[src/rtl/hvs_pkg.sv]
package hvs_pkg;
  localparam int CMP_W    = 4;
  localparam int LEG_W    = 3;
  localparam int NUM_SECT = 6;
  localparam int NUM_AX   = CMP_W / 2;

  typedef logic [LEG_W-1:0] leg_t;
  typedef enum logic [1:0] {AX_LOW = 2'd0, AX_IN = 2'd1, AX_HIGH = 2'd2} axis_e;

  // ring of active vectors, ascending angle; neighbours differ in one leg
  localparam leg_t SECT_CMD [NUM_SECT] = '{3'b100, 3'b110, 3'b010, 3'b011, 3'b001, 3'b101};
  localparam leg_t ZERO_LO = '0;
  localparam leg_t ZERO_HI = '1;

  function automatic int unsigned leg_ones(leg_t v);
    int unsigned n;
    n = 0;
    for (int i = 0; i < LEG_W; i++) n += int'(v[i]);
    return n;
  endfunction
endpackage

[src/rtl/hvs_axis_decode.sv]
module hvs_axis_decode
  import hvs_pkg::*;
(
  input  logic  hi_i,
  input  logic  lo_i,
  output axis_e ax_o
);
  always_comb begin
    unique case ({hi_i, lo_i})
      2'b11:   ax_o = AX_HIGH;
      2'b00:   ax_o = AX_LOW;
      default: ax_o = AX_IN;  // 10 only after comparator reset: treat as inside
    endcase
  end
endmodule

[src/rtl/hvs_vector_pick.sv]
module hvs_vector_pick
  import hvs_pkg::*;
(
  input  axis_e ax_a_i,
  input  axis_e ax_b_i,
  input  leg_t  last_cmd_i,
  input  logic  b_side_hi_i,
  output leg_t  nxt_cmd_o
);
  leg_t zero_cmd;

  // zero vector nearest to the last command: at most one leg moves
  assign zero_cmd = (leg_ones(last_cmd_i) >= 2) ? ZERO_HI : ZERO_LO;

  always_comb begin
    nxt_cmd_o = zero_cmd;
    unique case (ax_a_i)
      AX_LOW: begin
        unique case (ax_b_i)
          AX_HIGH: nxt_cmd_o = SECT_CMD[5];
          AX_LOW:  nxt_cmd_o = SECT_CMD[0];
          default: nxt_cmd_o = b_side_hi_i ? SECT_CMD[5] : SECT_CMD[0];
        endcase
      end
      AX_HIGH: begin
        unique case (ax_b_i)
          AX_HIGH: nxt_cmd_o = SECT_CMD[3];
          AX_LOW:  nxt_cmd_o = SECT_CMD[2];
          default: nxt_cmd_o = b_side_hi_i ? SECT_CMD[3] : SECT_CMD[2];
        endcase
      end
      default: begin
        unique case (ax_b_i)
          AX_HIGH: nxt_cmd_o = SECT_CMD[4];
          AX_LOW:  nxt_cmd_o = SECT_CMD[1];
          default: nxt_cmd_o = zero_cmd;
        endcase
      end
    endcase
  end
endmodule

[src/rtl/hvs_state.sv]
module hvs_state
  import hvs_pkg::*;
(
  input  logic  clk_i,
  input  logic  rst_ni,
  input  logic  en_i,
  input  leg_t  nxt_cmd_i,
  input  axis_e ax_b_i,
  output leg_t  cmd_o,
  output logic  b_side_hi_o
);
  always_ff @(posedge clk_i or negedge rst_ni) begin
    if (!rst_ni) begin
      cmd_o       <= ZERO_LO;
      b_side_hi_o <= 1'b0;
    end else if (en_i) begin
      cmd_o <= nxt_cmd_i;
      if (ax_b_i == AX_HIGH)     b_side_hi_o <= 1'b1;
      else if (ax_b_i == AX_LOW) b_side_hi_o <= 1'b0;
    end
  end

  AST_HOLD_NO_STROBE: assert property (@(posedge clk_i) disable iff (!rst_ni)
    !en_i |=> ($stable(cmd_o) && $stable(b_side_hi_o)));
endmodule

[src/rtl/hvs_selector.sv]
module hvs_selector
  import hvs_pkg::*;
(
  input  logic             clk_i,
  input  logic             rst_ni,
  input  logic             sample_i,
  input  logic [CMP_W-1:0] cmp_i,
  output logic [LEG_W-1:0] leg_o
);
  axis_e ax [NUM_AX];
  leg_t  nxt_cmd;
  leg_t  cmd_q;
  logic  b_side_hi;

  // axis g: upper bit at CMP_W-1-g, lower bit at NUM_AX-1-g
  for (genvar g = 0; g < NUM_AX; g++) begin : g_ax
    hvs_axis_decode u_dec (
      .hi_i (cmp_i[CMP_W-1-g]),
      .lo_i (cmp_i[NUM_AX-1-g]),
      .ax_o (ax[g])
    );
  end

  hvs_vector_pick u_pick (
    .ax_a_i      (ax[0]),
    .ax_b_i      (ax[1]),
    .last_cmd_i  (cmd_q),
    .b_side_hi_i (b_side_hi),
    .nxt_cmd_o   (nxt_cmd)
  );

  hvs_state u_state (
    .clk_i       (clk_i),
    .rst_ni      (rst_ni),
    .en_i        (sample_i),
    .nxt_cmd_i   (nxt_cmd),
    .ax_b_i      (ax[1]),
    .cmd_o       (cmd_q),
    .b_side_hi_o (b_side_hi)
  );

  assign leg_o = cmd_q;

  AST_ZERO_ONE_LEG: assert property (@(posedge clk_i) disable iff (!rst_ni)
    (sample_i && cmp_i == 4'b0011) |=>
      ((leg_o == ZERO_LO || leg_o == ZERO_HI) && $countones(leg_o ^ $past(leg_o)) <= 1));

  AST_ACTIVE_OUTSIDE: assert property (@(posedge clk_i) disable iff (!rst_ni)
    (sample_i && !(ax[0] == AX_IN && ax[1] == AX_IN)) |=>
      (leg_o != ZERO_LO && leg_o != ZERO_HI));

  AST_B_STRIP_HIGH: assert property (@(posedge clk_i) disable iff (!rst_ni)
    (sample_i && cmp_i == 4'b0111) |=> (leg_o == 3'b001));

  AST_HALF_STRIP_KEEP: assert property (@(posedge clk_i) disable iff (!rst_ni)
    (sample_i && cmp_i == 4'b0101) ##1 (sample_i && cmp_i == 4'b0001) |=> $stable(leg_o));
endmodule

[config.mk]
export PLATFORM = sky130hd
export DESIGN_NAME = hvs_selector
export DESIGN_NICKNAME = d
export VERILOG_FILES = /design/src/rtl/hvs_pkg.sv /design/src/rtl/hvs_axis_decode.sv /design/src/rtl/hvs_vector_pick.sv /design/src/rtl/hvs_state.sv /design/src/rtl/hvs_selector.sv
export SDC_FILE = /design/constraint.sdc
export NUM_CORES = 1
export LEC_CHECK = 0
export ABC_CLOCK_PERIOD_IN_PS = 1900
export BUFFER_PORTS_ARGS = -buffer_cell sky130_fd_sc_hd__buf_2
export CAP_MARGIN = 15
export CORE_AREA = 2 2 39 41
export DETAILED_ROUTE_END_ITERATION = 10
export DIE_AREA = 0 0 41 43
export SLEW_MARGIN = 20
export SYNTH_ARGS = -nofsm -noshare
export SYNTH_HDL_FRONTEND = slang
export SYNTH_HIERARCHICAL = 1
export SYNTH_SLANG_ARGS = --single-unit
[constraint.sdc]
create_clock -name clk_i -period 1.9 [get_ports clk_i]
set_clock_uncertainty 0.2 [all_clocks]
set_input_delay 0.38 -clock clk_i [delete_from_list [all_inputs] [get_ports clk_i]]
set_output_delay 0.38 -clock clk_i [all_outputs]
set_load 0.1 [all_outputs]
Word-level counts from Yosys, hierarchy flattened
Index checks and enable logic that the tools add are counted.
{"block": "totals", "ff_bits": 4, "input_bits": 7}
{"block": "op_classes", "mux": 11, "n_addsub": 2, "n_lt_le_gt_ge": 1, "n_eq_ne": 4, "reduce_logical": 6}
{"cell": "$add 32x1->32", "n": 1}
{"cell": "$ge 32x2->1 const B", "n": 1}
{"cell": "$pmux 3 s2", "n": 4}
{"cell": "$eq 2x2->1 const B", "n": 4}
{"cell": "$logic_not 2->1", "n": 4}
{"cell": "$pmux 2 s2", "n": 2}
{"cell": "$mux 1", "n": 4}
{"cell": "$mux 3", "n": 1}
{"cell": "$add 1x1->2", "n": 1}
{"cell": "$reduce_and 2->1", "n": 1}
{"cell": "$reduce_bool 2->1", "n": 1}

Depth between registers and ports, before layout
Gate-level depths: netlist (run 1).
{"block": "depth", "depth_word": 6, "ltp_mapped": 5, "mapped_depth_nobuf": 5}

Hierarchy
Netlist (run 1), hierarchy kept.
{"module": "hvs_state", "seq_area_each_um2": 100.1, "instances": 1, "area_per_inst_um2": 155.1, "cells_each": 9}
{"module": "hvs_vector_pick", "seq_area_each_um2": 0.0, "instances": 1, "area_per_inst_um2": 65.1, "cells_each": 11}
{"module": "hvs_axis_decode", "seq_area_each_um2": 0.0, "instances": 2, "area_per_inst_um2": 12.5, "cells_each": 1}

Worst setup path after synthesis (run 1)
OpenSTA, ideal clock, no wires.
{"block": "synth_path", "kind": "register to register", "start": "reg u_state.cmd_o[2]", "end": "reg u_state.cmd_o[2]", "path_stages_with_launch": 6, "synth_period_minus_slack_ps": 2226, "arrival_time_ps": 1900, "path_slack_ps": -326, "n_path_buf": 0, "path_cell_list": "dfrtp_1 > ha_1 > a21oi_1 > a211o_1 > o21ai_0 > mux2_2"}
{"block": "synth_between", "elab_chain_cells": 5}
{"item": "start: declaration", "line_no": "hvs_state.sv:9", "rtl": "output leg_t cmd_o,"}
{"item": "start signal: assignment", "line_no": "hvs_state.sv:17", "rtl": "cmd_o <= nxt_cmd_i;"}
{"item": "$add 32x1->32", "line_no": "hvs_pkg.sv:18", "rtl": "for (int i = 0; i < LEG_W; i++) n += int'(v[i]);"}
{"item": "$ge 32x2->1", "line_no": "hvs_vector_pick.sv:13", "rtl": "assign zero_cmd = (leg_ones(last_cmd_i) >= 2) ? ZERO_HI : ZERO_LO;"}
{"item": "$mux 3", "line_no": "hvs_vector_pick.sv:13"}
{"item": "$pmux 3 s2", "line_no": "hvs_vector_pick.sv:33", "rtl": "unique case (ax_b_i)"}
{"item": "$pmux 3 s2", "line_no": "hvs_vector_pick.sv:17", "rtl": "unique case (ax_a_i)"}
{"item": "named net nxt_cmd[2]", "line_no": "hvs_selector.sv:11", "rtl": "leg_t nxt_cmd;"}
The timed path passes the listed nets, and every way through them passes these cells.
A chain may end at the register's enable or synchronous reset.

Worst setup path in the final report (run 1)
{"block": "layout_path", "start": "reg u_state.cmd_o[0]", "end": "reg u_state.cmd_o[2]"}
{"block": "layout_between", "elab_chain_cells": 6}
{"item": "$add 1x1->2", "line_no": "hvs_pkg.sv:18"}
{"item": "$add 32x1->32", "line_no": "hvs_pkg.sv:18"}
{"item": "$ge 32x2->1", "line_no": "hvs_vector_pick.sv:13"}
{"item": "$mux 3", "line_no": "hvs_vector_pick.sv:13"}
{"item": "$pmux 3 s2", "line_no": "hvs_vector_pick.sv:33"}
{"item": "$pmux 3 s2", "line_no": "hvs_vector_pick.sv:17"}
{"item": "named net nxt_cmd[2]", "line_no": "hvs_selector.sv:11"}
The timed path passes the listed nets, and every way through them passes these cells.

==> results of run 1 <==
-- stage by stage --
step	cell area, sq um	setup slack (ps)	power [uW]
2_1_floorplan	252.7	25.52	293.8
4_1_cts	350.3	137.8	440.1
6_report	350.3	133.0	430.1
3_3_place_gp	317.8	134.8	328.1
3_5_place_dp	317.8	111.8	329.1
5_1_grt	350.3	75.31	460.7
-- cell families after synthesis --
family | share of synthesized area, %
AO/OA/AOI/OAI | 14.28
adder cells (fa/ha/maj) | 15.31
buffers and inverters | 3.062
flip-flops | 40.82
multiplexers | 19.90
AND/OR/NAND/NOR | 6.634
-- power groups by stage --
stage	Clock (uW)	Combinational, uW	Sequential [uW]
2_1_floorplan	0	52.8	241
3_3_place_gp	0	202	126
3_5_place_dp	0	203	126
4_1_cts	109	205	125
5_1_grt	116	215	129
6_report	102	204	124
-- worst max-delay path by stage --
stage	slack, ps	end
floorplan	30	u_state/cmd_o[1]
finish	130	u_state/cmd_o[2]
CTS	140	u_state/cmd_o[2]
detailed placement	110	u_state/cmd_o[2]
global placement	130	u_state/cmd_o[2]
global route	80	u_state/cmd_o[2]
-- registers in the layout (all words and copies together), names as in the netlist --
signal	count
u_state/b_side_hi_o	1
u_state/cmd_o	3
-- synthesized netlist by cell type, drive strengths merged --
library cell  number
a21oi              1
dfrtp              4
o21ai              3
mux2               4
nand2              1
a31oi              1
ha                 3
nor2b              1
inv                2
nand2b             1
a211o              1
-- final cells by class --
cell class              instances  area, sq um  area share (%)
well taps                      16        20.02           5.714
inverters                       2        7.507           2.143
clock buffers                   3        22.52           6.429
flip-flops and latches          4        107.6           30.71
multi-input cells              16        137.6           39.29
repair buffers                 10        55.05           15.71
-- metal layers --
metal | GRT usage, % | up-vias | share of wire (%)
li1 | - | 107 | -
met1 | 8.469 | 87 | 46
met2 | 7.187 | 8 | 42
met3 | 7.853 | 0 | 12
met4 | 2.000 | 0 | 0
met5 | 0 | - | 0
-- cells in the final DEF, fill, tap and decap left out, drive strengths merged --
cell         instances
a211o                1
a21oi                1
a31oi                1
buf                  9
clkbuf               3
dfrtp                4
dlygate4sd3          1
ha                   3
inv                  2
mux2                 4
nand2                1
nand2b               1
nor2b                1
o21ai                3
-- repair_timing --
item	CTS	global route
gates resized for setup	0	0
hold endpoints to repair	4	0
hold buffers	1	0
endpoints found under the setup margin	0	0
-- worst reg2reg max path, cell delays in order (launching register included) --
cell     delay, ps
dfrtp_4        470
ha_1           290
a21oi_1        190
a211o_1        150
o21ai_0         90
mux2_2         270
==> results.cfg, run 1 <==
[status]
status = finished, final reports clean

[power]
internal-power_uw = 233.3
clkPwrFrac_pct = 23.7
comb_power_share_pct = 47.4
max-vdd-ir-drop_mv = 0.4158
powerDensity_nw_per_um2 = 1228
pwr-share-seq_pct = 28.9
switching_share_pct = 45.76
p_sw_uw = 196.8
p_leak_uw = 0.0001731

[cts]
cts-buffers-inserted = 3
clock-sinks = 4
root_buffer = clkbuf_4
post-cts-setup-buffers = 0
htreeDepth = 1
clk_latency_ps = 230
cts_tree = done
clkTransAtPathRegs_ps = 30
clock_path_buffers = 2

[die]
die_h_um = 43
die_w_um = 41
start_util_pct = 17.72
core-area_sq_um = 1384
dieArea_sq_um = 1763
ios = 10
num_rows = 14

[route]
drt-initial-drc-count = 1
final_antenna_net_count = 0
dr.pass1.iters = 4
post-route-drc-count = 0
vias = 202
post_drt_wl_per_cell_um = 8.529
vias_per_cell = 3.961
totalWireLength_um = 435

[timing]
maxSlewViolCount = 0
hold_viol_final = 0
grt_setup_unrepaired = false
worst_pin_slew_ps = 483.4
fin_crit_ps = 1767
finalSetupViolCount = 0
max_freq_mhz = 565.9
post-route-period-util_pct = 93.00
relSlewSlack_pct = 68.00
finalSetupTns_ps = 0
holdWs_ps = 260.9

[critical_path]
reg2reg_slack_ps = 130
crit_path_start_kind = flop
r2r_cells = 5
critical_path_peak_fanout = 3
cp.depth = 5
path_cells = ha_1 -> a21oi_1 -> a211o_1 -> o21ai_0 -> mux2_2
cpLargestDelayFamily = flip-flops
rr_startpoint = u_state/cmd_o[0]
path_class = reg -> reg
cp-startpoint = u_state/cmd_o[0]
end_kind = flop
r2r_end = u_state/cmd_o[2]
crit_buf_inv = 0
crit_path_top_delay_cell = dfrtp_4
critPathArrivalTime_ps = 1680
max_stage_delay_ps = 470
worstPathRequired_ps = 1810

[synth]
syn_area_sq_um = 245.2
yosysTopAreaCellShare_pct = 40.82
synth_top_area_cell = dfrtp_1
yosys-top-cells-area = dfrtp_1 (41%), ha_1 (15%), mux2_2 (14%)
synth_seq_cells = 4
syn_inst = 22
yosysUniqueCellTypes = 12
synthesis.nets = 32
syn_area_per_cell_sq_um = 11.15
yosysSeqAreaShare_pct = 40.82
synth_warnings = 6

[hold_path]
hold_start = sample_i
hold_end = u_state/cmd_o[2]
hold_depth = 2
holdCritPathClass = in -> reg

[grt]
antenna_found_initial = 0
grtUsageTotal_pct = 6.754
grt_pass1_wl_um = 731
grt_max_degree = 6
grt_pass1_vias = 175
grt.overflow.total = 0

[cells_and_area]
instances_no_fill = 51
fill_cells = 156
num_antenna_cells = 0
final_nets = 47
drive_gt1_share_pct = 51.43
utilization_pct = 25.32
syn_to_final_growth_pct = 42.86

[run]
drv_cap = 0

[placement]
placed_cells = 47
place_congestion = 0.7335
io_buffer_count = 9
Note: power is estimated with default switching activity, not from simulation.
==> run 2: changes to the inputs <==
PLACE_DENSITY = 0.49   (was unset)
==> run 2 against run 1 <==
Against the previous run:
- total power is 1.5% higher
- sequential power about the same
- first-iteration DRC count increased to 3.0 times the previous value
- setup slack got worse by 0.66 ps
- critical path type unchanged
- critical endpoint unchanged
- largest cell class unchanged
==> results.cfg, run 2 (synthesis gave the netlist of run 1 again) <==
[critical_path]
cp-startpoint = u_state/cmd_o[0]
r2r_end = u_state/cmd_o[2]
crit_buf_inv = 0
max_stage_delay_ps = 470
end_kind = flop
crit_path_top_delay_cell = dfrtp_4
critPathArrivalTime_ps = 1680
path_cells = ha_1 -> a21oi_1 -> a211o_1 -> o21ai_0 -> mux2_2
path_class = reg -> reg
cp.depth = 5
cpLargestDelayFamily = flip-flops
reg2reg_slack_ps = 130
worstPathRequired_ps = 1810
crit_path_start_kind = flop
r2r_cells = 5
endpoint = u_state/cmd_o[2]
critical_path_peak_fanout = 3
rr_startpoint = u_state/cmd_o[0]

[grt]
grt_pass1_vias = 188
grt_max_degree = 6
antenna_found_initial = 0
grt.overflow.total = 0
grtUsageTotal_pct = 7.359
grt_pass1_wl_um = 779

[cells_and_area]
syn_to_final_growth_pct = 42.86
largestRegisters = u_state/cmd_o (3), u_state/b_side_hi_o (1)
final_nets = 47
mostFrequentLayoutCells = buf_2 (9), clkbuf_4 (3), ha_1 (3), o21ai_0 (3), mux2_2 (3)
seqCellArea_sq_um = 107.6
instances_no_fill = 51
fill_cells = 156
drive_gt1_share_pct = 51.43
num_antenna_cells = 0
multiInputGateArea_sq_um = 137.6
final_common_cell = buf_2
largest_reg_flops = 3
regMostFlops = u_state/cmd_o

[timing]
maxSlewViolCount = 0
post-route-period-util_pct = 93.03
fin_crit_ps = 1768
relSlewSlack_pct = 67.62
worst_pin_slew_ps = 489.1
grt_setup_unrepaired = false
finalSetupTns_ps = 0
hold_viol_final = 0
finalSetupViolCount = 0
max_freq_mhz = 565.7
fin_ws_ps = 132.4

[route]
totalWireLength_um = 478
final_antenna_net_count = 0
drt-initial-drc-count = 3
vias_per_cell = 4.000
vias = 204
post-route-drc-count = 0
dr.pass1.iters = 4
post_drt_wl_per_cell_um = 9.373

[cts]
post-cts-setup-buffers = 0
htreeDepth = 1
clock-sinks = 4
clock_path_buffers = 2
root_buffer = clkbuf_4
cts_resized = 0
clkTransAtPathRegs_ps = 40
cts_tree = done
clk_latency_ps = 230
ctsHoldBuffers = 1
cts-buffers-inserted = 3

[power]
p_leak_uw = 0.0001731
max-vdd-ir-drop_mv = 0.6501
powerDensity_nw_per_um2 = 1246

[die]
ios = 10
die_w_um = 41
die_h_um = 43
dieArea_sq_um = 1763
core-area_sq_um = 1384
start_util_pct = 17.72
num_rows = 14

[placement]
dpl_worst_slack_ps = 133.8
hpwl_um = 388.2
io_buffer_count = 9
placed_cells = 47
place_congestion = 0.6263

[status]
status = finished, final reports clean

[hold_path]
holdCritPathClass = in -> reg

[run]
drv_cap = 0
run 2: final cells by class:
class,instances,share of cell area [%]
Tap cell,16,5.714
Inverter,2,2.143
Timing Repair Buffer,10,15.71
Clock buffer,3,6.429
Multi-Input combinational cell,16,39.29
Sequential cell,4,30.71
run 2: worst min-delay path by stage:
stage / start / end / cells after the start
2_1_floorplan: rst_ni / u_state/b_side_hi_o / 0
3_3_place_gp: rst_ni / u_state/b_side_hi_o / 1
3_5_place_dp: rst_ni / u_state/b_side_hi_o / 1
4_1_cts: sample_i / u_state/cmd_o[0] / 2
5_1_grt: sample_i / u_state/cmd_o[2] / 2
6_report: sample_i / u_state/cmd_o[0] / 2
run 2: stage by stage:
| stage | hold WS, ps | area [sq um] | power (uW) | utilization [%] |
|---|---|---|---|---|
| after detailed placement | -7.809 | 317.8 | 330.3 | 22.97 |
| after CTS | 257.9 | 350.3 | 448.6 | 25.32 |
| after global placement | -11.05 | 317.8 | 331.2 | 22.97 |
| after global routing | 268.0 | 350.3 | 468.2 | 25.32 |
| final | 261.2 | 350.3 | 436.4 | 25.32 |
| after floorplan | -115.6 | 252.7 | 293.8 | - |
run 2: per-layer routing:
metal	share of wire, %	wire (um)	track usage (%)	up-vias
met4	0	0	8.000	0
met1	53	255	10.75	86
met2	36	171	6.875	9
met3	11	51	3.141	0
met5	0	0	0	-
li1	-	-	-	109
run 2: power breakdown:
part           leakage, uW  internal (uW)  switching [uW]
clock network    0.0000138           70.7            34.6
registers        0.0000473            111            13.3
logic             0.000112           51.8             155
total             0.000173            234             203
==> run 3: changes to the inputs <==
BUFFER_PORTS_ARGS = unset   (was -buffer_cell sky130_fd_sc_hd__buf_2)
DONT_BUFFER_PORTS = 1   (was unset)
PLACE_DENSITY = 0.42   (was 0.49)
==> run 3 against run 2 <==
Against the previous run:
- cell area decreased by 6.4%
- largest cell class unchanged
- core utilization shrank 1.6 points
- fmax increased by 0.53%
- routed wire length fell by 4.0%
- critical endpoint unchanged
- non-clock buffer count is 6 lower
- clock power shrank 4%
- total power shrank 0.58%
- critical path depth unchanged
==> results.cfg, run 3 (synthesis gave the netlist of run 1 again) <==
[placement]
hpwl_um = 400.9
place_congestion = 0.6712
placed_cells = 41
io_buffer_count = 0

[cts]
clkTransAtPathRegs_ps = 30
cts_tree = done
clock-sinks = 4
htreeDepth = 1
clock_path_buffers = 2
clk_latency_ps = 230
cts-buffers-inserted = 3
post-cts-setup-buffers = 0
root_buffer = clkbuf_4

[grt]
grtUsageTotal_pct = 7.475
antenna_found_initial = 0
grt_pass1_wl_um = 786
grt_max_degree = 6
grt.overflow.total = 0
grt_pass1_vias = 194

[cells_and_area]
syn_to_final_growth_pct = 33.67
seqCellArea_sq_um = 107.6
largest_reg_flops = 3
num_antenna_cells = 0
instances_no_fill = 45
largestRegisters = u_state/cmd_o (3), u_state/b_side_hi_o (1)
drive_gt1_share_pct = 41.38
mostFrequentLayoutCells = clkbuf_4 (3), ha_1 (3), buf_4 (3), o21ai_0 (3), mux2_2 (3)
multiInputGateArea_sq_um = 137.6
final_nets = 41
fill_cells = 152
utilization_pct = 23.69
regMostFlops = u_state/cmd_o

[timing]
post-route-period-util_pct = 92.54
fin_crit_ps = 1758
worst_pin_slew_ps = 286.3
maxSlewViolCount = 0
grt_setup_unrepaired = false
relSlewSlack_pct = 80.91
finalSetupTns_ps = 0
hold_viol_final = 0
finalSetupViolCount = 0
max_freq_mhz = 568.7
holdWs_ps = 115.2

[die]
num_rows = 14
ios = 10
start_util_pct = 17.72
die_w_um = 41
dieArea_sq_um = 1763
core-area_sq_um = 1384
die_h_um = 43

[status]
status = finished, final reports clean

[critical_path]
crit_path_start_kind = flop
cpLargestDelayFamily = flip-flops
worstPathRequired_ps = 1810
max_stage_delay_ps = 460
critical_path_peak_fanout = 2
path_cells = ha_1 -> a21oi_1 -> a211o_1 -> o21ai_0 -> mux2_2
end_kind = flop
crit_buf_inv = 0
critPathArrivalTime_ps = 1670
path_class = reg -> reg
crit_path_top_delay_cell = dfrtp_4

[power]
max-vdd-ir-drop_mv = 0.4350
powerDensity_nw_per_um2 = 1323
p_leak_uw = 0.0001514

[route]
post-route-drc-count = 0
vias = 185
post_drt_wl_per_cell_um = 10.20
vias_per_cell = 4.111
drt-initial-drc-count = 1
final_antenna_net_count = 0
dr.pass1.iters = 2
totalWireLength_um = 459

[run]
drv_cap = 0

[hold_path]
holdCritPathClass = in -> reg
[run 3: final cells by class]
| class | count | area share [%] |
|---|---|---|
| Sequential cell | 4 | 32.82 |
| Timing Repair Buffer | 4 | 9.924 |
| Clock buffer | 3 | 6.870 |
| Inverter | 2 | 2.290 |
| Tap cell | 16 | 6.107 |
| Multi-Input combinational cell | 16 | 41.98 |
[run 3: routing by layer]
| layer | share of wire, % | vias up | global-route usage, % |
|---|---|---|---|
| met1 | 38 | 84 | 6.885 |
| li1 | - | 94 | - |
| met3 | 8.7 | 2 | 4.188 |
| met5 | 0 | - | 0 |
| met4 | 1.7 | 0 | 10.00 |
| met2 | 51 | 5 | 9.375 |
[run 3: path summary, 6_finish.rpt]
kind                                startpoint                  end  slack [ps]  cells after the start
min                                   sample_i     u_state/cmd_o[1]         120                      1
max reg2reg                   u_state/cmd_o[0]     u_state/cmd_o[2]         140                      5
max in group asynchronous               rst_ni     u_state/cmd_o[2]        1100                      1
max                           u_state/cmd_o[0]     u_state/cmd_o[2]         140                      5
min in group asynchronous               rst_ni     u_state/cmd_o[0]         220                      1
min reg2reg                u_state/b_side_hi_o  u_state/b_side_hi_o         330                      1
[run 3: metrics by stage]
step           cell area (sq um)  worst slack, ps  total power, uW
5_1_grt                    327.8            55.00            462.0
6_report                   327.8            141.7            433.8
2_1_floorplan              252.7            25.52            293.8
3_3_place_gp               295.3            149.2            332.1
3_5_place_dp               295.3            126.6            334.7
4_1_cts                    327.8            121.5            444.6
[run 3: timing repair]
| item | 4_1_cts | 5_1_grt |
|---|---|---|
| gates resized for setup | 0 | 0 |
| endpoints found under the hold margin | 4 | 0 |
| hold buffers | 1 | 0 |
[run 3: report_power, final]
part | total (uW) | internal (uW) | switching (uW)
clock network | 101 | 70.4 | 30.5
logic | 212 | 56.9 | 155
registers | 121 | 111 | 9.54
total | 434 | 238 | 195
